[src/rtl/tmr_chan_deliver.sv]
module tmr_chan_deliver #(
  parameter bit          MSG_CAPABLE = 1'b0,
  parameter logic [31:0] ROUTE_CAP   = 32'h0000_0004
) (
  input  logic        clk,
  input  logic        rst_n,
  input  logic        reg_en,
  input  logic        reg_we,
  input  logic [2:0]  reg_addr,
  input  logic [31:0] reg_wdata,
  output logic [31:0] reg_rdata,
  input  logic        glb_en,
  input  logic        ev_set,
  input  logic        ev_clr,
  output logic        level_status,
  output logic [31:0] irq_lines,
  output logic        msg_valid,
  input  logic        msg_ready,
  output logic [31:0] msg_addr,
  output logic [31:0] msg_data
);

  logic        lvl_mode, tmr_en, msg_en, pulse_q, sts_q;
  logic [4:0]  route;
  logic [63:0] cmp, rt;
  logic [31:0] m_addr, m_data;
  logic        m_valid;

  wire        wr      = reg_en & reg_we;
  wire        wr_cfg  = wr && reg_addr == 3'd0;
  wire        active  = glb_en & tmr_en;
  wire        msg_rise = wr_cfg & MSG_CAPABLE & reg_wdata[14] & ~msg_en;
  wire        deassert = ev_clr | (ev_set & ~active);
  wire [31:0] cfg_lo = {16'b0, MSG_CAPABLE, msg_en, route, 3'b0, 1'b1, 1'b1,
                        1'b0, tmr_en, lvl_mode, 1'b0};

  always_comb begin
    case (reg_addr)
      3'd0:    reg_rdata = cfg_lo;
      3'd1:    reg_rdata = ROUTE_CAP;
      3'd2:    reg_rdata = cmp[31:0];
      3'd3:    reg_rdata = cmp[63:32];
      3'd4:    reg_rdata = rt[31:0];
      3'd5:    reg_rdata = rt[63:32];
      default: reg_rdata = 32'h0;
    endcase
  end

  always_ff @(posedge clk) begin
    if (!rst_n) begin
      lvl_mode <= 1'b0;
      tmr_en   <= 1'b0;
      msg_en   <= 1'b0;
      route    <= 5'd0;
      cmp      <= '1;
      rt       <= '0;
      sts_q    <= 1'b0;
      pulse_q  <= 1'b0;
      m_valid  <= 1'b0;
      m_addr   <= '0;
      m_data   <= '0;
    end else begin
      pulse_q <= 1'b0;
      if (m_valid && msg_ready) m_valid <= 1'b0;
      if (wr) begin
        case (reg_addr)
          3'd0: begin
            lvl_mode <= reg_wdata[1];
            tmr_en   <= reg_wdata[2];
            msg_en   <= MSG_CAPABLE & reg_wdata[14];
            if (ROUTE_CAP[reg_wdata[13:9]]) route <= reg_wdata[13:9];
          end
          3'd2: cmp[31:0]  <= reg_wdata;
          3'd3: cmp[63:32] <= reg_wdata;
          3'd4: rt[31:0]   <= reg_wdata;
          3'd5: rt[63:32]  <= reg_wdata;
          default: ;
        endcase
      end
      if (msg_rise || deassert) begin
        sts_q <= 1'b0;
      end else if (ev_set) begin
        if (msg_en) begin
          if (!m_valid || msg_ready) begin
            m_valid <= 1'b1;
            m_addr  <= rt[63:32];
            m_data  <= rt[31:0];
          end
        end else if (lvl_mode) begin
          sts_q <= 1'b1;
        end else begin
          pulse_q <= 1'b1;
        end
      end
    end
  end

  assign level_status = sts_q;
  assign irq_lines    = ((sts_q & ~msg_en) | pulse_q) ? (32'h1 << route) : 32'h0;
  assign msg_valid    = m_valid;
  assign msg_addr     = m_addr;
  assign msg_data     = m_data;

  assert_hold_R4: assert property (@(posedge clk) disable iff (!rst_n)
    msg_valid && !msg_ready |=> msg_valid && $stable(msg_addr) && $stable(msg_data));
  assert_one_line_R6: assert property (@(posedge clk) disable iff (!rst_n)
    $onehot0(irq_lines));
  assert_no_status_in_msg_R3: assert property (@(posedge clk) disable iff (!rst_n)
    ev_set && msg_en && !msg_rise |=> !level_status || $past(level_status));
  assert_clear_R8: assert property (@(posedge clk) disable iff (!rst_n)
    ev_clr |=> !level_status);
  assert_no_msg_R11: assert property (@(posedge clk) disable iff (!rst_n)
    !MSG_CAPABLE |-> !msg_valid && !reg_rdata[14] || reg_addr != 3'd0);

endmodule

[config.mk]
export PLATFORM = sky130hd
export DESIGN_NAME = tmr_chan_deliver
export DESIGN_NICKNAME = d
export VERILOG_FILES = /design/src/rtl/tmr_chan_deliver.sv
export SDC_FILE = /design/constraint.sdc
export NUM_CORES = 1
export LEC_CHECK = 0
export BUFFER_PORTS_ARGS = -buffer_cell sky130_fd_sc_hd__clkbuf_2
export CORE_AREA = 2 2 123 125
export DETAILED_ROUTE_END_ITERATION = 10
export DIE_AREA = 0 0 125 127
export PLACE_DENSITY = 0.88
export SYNTH_ARGS = -nofsm -noshare
export SYNTH_HDL_FRONTEND = slang
export SYNTH_SLANG_ARGS = --single-unit
[constraint.sdc]
create_clock -name clk -period 1.4 [get_ports clk]
set_input_delay 0.28 -clock clk [delete_from_list [all_inputs] [get_ports clk]]
set_output_delay 0.28 -clock clk [all_outputs]
set_load 0.01 [all_outputs]
### Word level (Yosys, flattened, before mapping)

Memories as Yosys holds them, arrays and structs flattened.
Cells that the tools add are included.

* shifts and indexed selects: 1
* bitwise operators: 8
* $lt $le $gt $ge: 1
* eq/ne operators: 5
* mux-type cells: 4
* reductions and logical operators: 10

Operators with widths (number)
* $pmux W32 S6: 1
* $mux W32: 1
* $shl A1 B5 Y32 const A: 1
* $reduce_and A2 Y1: 6
* $eq A3 B2 Y1 const B: 2
* $eq A3 B3 Y1 const B: 2
* $lt A5 B6 Y1 const B: 1
* $and A1 B1 Y1: 3
* $eq A3 B1 Y1 const B: 1
* $logic_not A3 Y1: 1
* $not A1 Y1: 3
* $reduce_and A3 Y1: 1
* $reduce_or A3 Y1: 1
* $mux W1: 2
* $or A1 B1 Y1: 2
* $reduce_or A2 Y1: 1

* bits in registers: 137
* memory bits (read-only): 32
* word-level logic and storage cells: 39
* memories kept: 1
* input bits: 43

Memory list
* (no name shown): words 32, bits a word 1, read ports 1, clocked after Yosys merged registers in 0, write ports 0, RTL line 71 `if (ROUTE_CAP[reg_wdata[13:9]]) route <= reg_wdata[13:9];`

### Depth between registers and ports, before layout

* word-level depth: 5
* depth in mapped cells: 7

### Worst setup path before layout

Ideal clock, no wire load.

* path type: reg-to-output
* from: register sts_q, in the netlist level_status
* to: output port irq_lines[16]
* setup slack: -138 ps
* cell stages (with the launch flop): 5
* data arrival time: 1258 ps
* cells stage by stage: dfxtp_1 > nor2_1 > or3b_2 > clkbuf_1 > nor2_1

* cells in the longest elaborated chain, start to end: 2

RTL lines
* from (decl): RTL line 23 `logic lvl_mode, tmr_en, msg_en, pulse_q, sts_q;`
* from (signal assigned): RTL line 57 `sts_q <= 1'b0;`
* from (signal assigned): RTL line 81 `sts_q <= 1'b0;`
* from (signal assigned): RTL line 90 `sts_q <= 1'b1;`
* $or A1 B1 Y1: RTL line 99 `assign irq_lines = ((sts_q & ~msg_en) | pulse_q) ? (32'h1 << route) : 32'h0;`
* $mux W32: RTL line 99
* to (decl): RTL line 16 `output logic [31:0] irq_lines,`

No other way between the ends.

### Worst setup path in the final report

* from: register pulse_q
* to: output port irq_lines[26]

* cells in the longest elaborated chain, start to end: 2

RTL lines
* from (decl): RTL line 23
* from (signal assigned): RTL line 58 `pulse_q <= 1'b0;`
* from (signal assigned): RTL line 63 `pulse_q <= 1'b0;`
* from (signal assigned): RTL line 92 `pulse_q <= 1'b1;`
* $or A1 B1 Y1: RTL line 99
* $mux W32: RTL line 99

No other way between the ends.

==> summary.md <==
| Metric | Value |
|---|---|
| Worst-case clock buffer depth | 2 |
| Leakage power | 3.98 nW |
| Dominant synthesized flop cell | dfxtp_1 |
| Hold path cells | 2 |
| DRC | 0 |
| Routing usage on met3 | roughly 5.0% |
| Endpoint class of the critical path | output port |
| CTS H-tree lvls | 4 |
| Die area | 0.0159 mm2 |
| Clock Root Buffer | clkbuf_16 |
| Max stage delay on crit path | 0.48 ns |
| CP Cell Sequence | nor2_4, or3b_4, nor2_2, buf_2 |
| Via count | 6224 |
| Avg WL per Cell | about 18 um |
| Total gr overflow | 0 |
| Post-Synthesis Cells | 778 |
| Setup CP Type | register to output port |
| Tmin final | about 1.8 ns |
| Post-route setup TNS | -15.18 ns |
| Failing checks | negative setup slack |
| DIE HEIGHT | 127 um |
| Inserted Diodes | 0 |
| Crit path launch type | register |
| All-layer global routing usage | 24.8% |
| Maximum operating frequency | 543 MHz |
| Placed Area | ~0.0081 mm2 |
| Port Buffers | 106 |
| Number of synthesized flops with an enable pin | 0 |
| Clock sink count | roughly 140 |
| Final worst slack | -0.442 ns |
| Skew final | roughly 0.00034 ns |
| Outcome | finished, violations left |
| CP max stage cell | or3b_4 |
| Yosys cell types | 39 |
| Post-synthesis instance area | 0.00698 mm2 |
| First-pass DRT Iterations | 5 |
| Initial antenna violation count | 0 |
| Final Cell Area | about 0.010 mm2 |
| Buf/Inv on CP | 1 |
| CORE AREA | 0.0144 mm2 |
| Dpl hpwl | ~12000 um |
| CP required | 1.12 ns |
| Fraction of layout cells with a size suffix above 1 | 48.0% |
| CP Data Arrival Time | 1.56 ns |
| Crit path max fanout | 8 |
| Num CTS Buffers | 17 |
| Pwr Density | 995 mW/mm2 |
| DR iter-0 viols | roughly 370 |
| Initial Utilization | 48.4% |
| Final #Nets | 976 |
| CP delay by family, top | simple AND/OR/NAND/NOR gates |
| Critical path depth | 4 |
| #FFs+latches synth | between 100 and 150 |
| Min-delay worst type | input pin to register |
| Total Power | around 9.9 mW |
| Max-cap violations | 0 |
| Ports | between 150 and 200 |
| RSZ-0062 raised after global routing | yes |
| Yosys warning count | 0 |
| TritonCTS clock tree | yes |
| Grt met2 use | 44.5% |
| Detail Route Antenna Nets | 0 |
| Final Max Tran Viols | 0 |
| First-pass GRT wire length | 31600 um |
| Area Growth Syn to Fin | 42.8% |
| Number of failing hold endpoints at the final stage | 0 |
| Largest net degree at the start of global routing | 95 |
| R2R cell count | 2 |
| Peak VDD IR | 0.00105 V |
| Clk slew on worst S/H paths | about 0.060 ns |
| Vias/cell | 5.51 |
| Vias in the first global route | 6182 |
| Grt peak-use layer | met2 |
| Grt met1 use | 29.8% |
| Ys async rst share | 0% |
| GP Congestion | 0.799 |
| Row count | 44 |
| Insertion delay to the later sink of the worst-skew pair | roughly 0.42 ns |
| Die W | roughly 130 um |
| Final setup violation count | between 60 and 70 |
| Post-synthesis sequential area ratio | 39.3% |
| Avg Cell Area, Syn | between 8 and 9 um2 |
| Total wire length | 20600 um |
| Tcrit/Tclk final | 132% |
## cell usage in the layout, fill, tap and decap left out, drive strengths merged, types with 4 or more instances in the layout
cell type,n
nand2b,4
mux2i,119
clkinv,7
o211ai,65
dfxtp,137
clkbuf,71
o22ai,23
nor2,40
o21ai,64
buf,151
nand2,107
a22oi,6
o221ai,7
conb,65
inv,35
nand3,4
and3,4
## where the power goes
part,total (mW),switching (mW),internal (mW)
clock network,4.56,1.73,2.83
registers,4.01,0.0490,3.96
logic,1.35,0.734,0.612
## cell usage after synthesis (3+ instances only)
library cell,n,share of area [%]
dfxtp_1,137,39
mux2i_1,119,17
nand2_1,107,5.8
buf_4,71,7.6
o21ai_0,64,4.6
nor2_1,38,2.0
o211ai_1,35,3.8
inv_1,34,1.8
o211ai_2,30,5.4
clkbuf_1,28,1.5
o22ai_1,23,2.1
buf_2,22,1.6
buf_6,9,1.5
o221ai_1,7,0.88
a22oi_1,6,0.65
and3_1,4,0.36
buf_1,4,0.21
nand3_1,4,0.29
a21boi_0,3,0.32
nand3b_1,3,0.32
nor3b_1,3,0.32
or3_1,3,0.27
## cell type report
| class | count | area, um2 |
|---|---|---|
| tap | 184 | 230 |
| clock inverter | 12 | 150 |
| inverter | 34 | 128 |
| fill | 1001 | 4450 |
| sequential | 137 | 2840 |
| timing repair buffer | 205 | 1840 |
| clock buffer | 19 | 443 |
| multi-input combinational | 538 | 4340 |
## layer usage
metal / vias up / part of all wire [%]
met5: - / 0
met4: 0 / 1.8
met3: 39 / 6.1
met2: 273 / 52
met1: 3007 / 41
li1: 2905 / -
## through the flow
step | worst slack, ns | hold slack, ns | std cells | utilization (%)
2_1_floorplan | -0.0253 | 0.364 | 842 | -
3_3_place_gp | -0.207 | 0.439 | 1062 | 56.1
3_5_place_dp | -0.233 | 0.448 | 1062 | 56.1
4_1_cts | -0.457 | 0.0474 | 1126 | 66.4
5_1_grt | -0.492 | 0.0781 | 1129 | 69.1
6_report | -0.442 | 0.0679 | 1129 | 69.1
## state kept, by name, indices dropped and copies added, names as in the netlist
register	cells
pulse_q	1
tmr_en	1
lvl_mode	1
route	5
level_status	1
cmp	64
rt	64
## logic make-up after synthesis
logic type / after synthesis / synth area share [%]
flip-flops: 137 / 39.3
buffers and inverters: 168 / 14.2
other: 1 / 0.0537
multiplexers: 119 / 17.1
AO/OA/AOI/OAI: 175 / 18.4
AND/OR/NAND/NOR: 178 / 11.0
## worst paths after layout
check / from / endpoint / slack (ns)
worst max-delay path: pulse_q / irq_lines[26] / -0.44
worst min-delay path: ev_set / level_status / 0.07
worst max register to register: lvl_mode / pulse_q / 0.44
worst min register to register: rt[11] / rt[11] / 0.46
## what timing repair did
item / CTS / global route
setup endpoints to repair: 64 / 68
endpoints found under the hold margin: 0 / 0
pin swaps: 34 / 33
cloned: 7 / 1
resized for setup: 138 / 142
hold buffers: 0 / 0
setup buffers: 26 / 3
(Power assumes the default switching activity.)
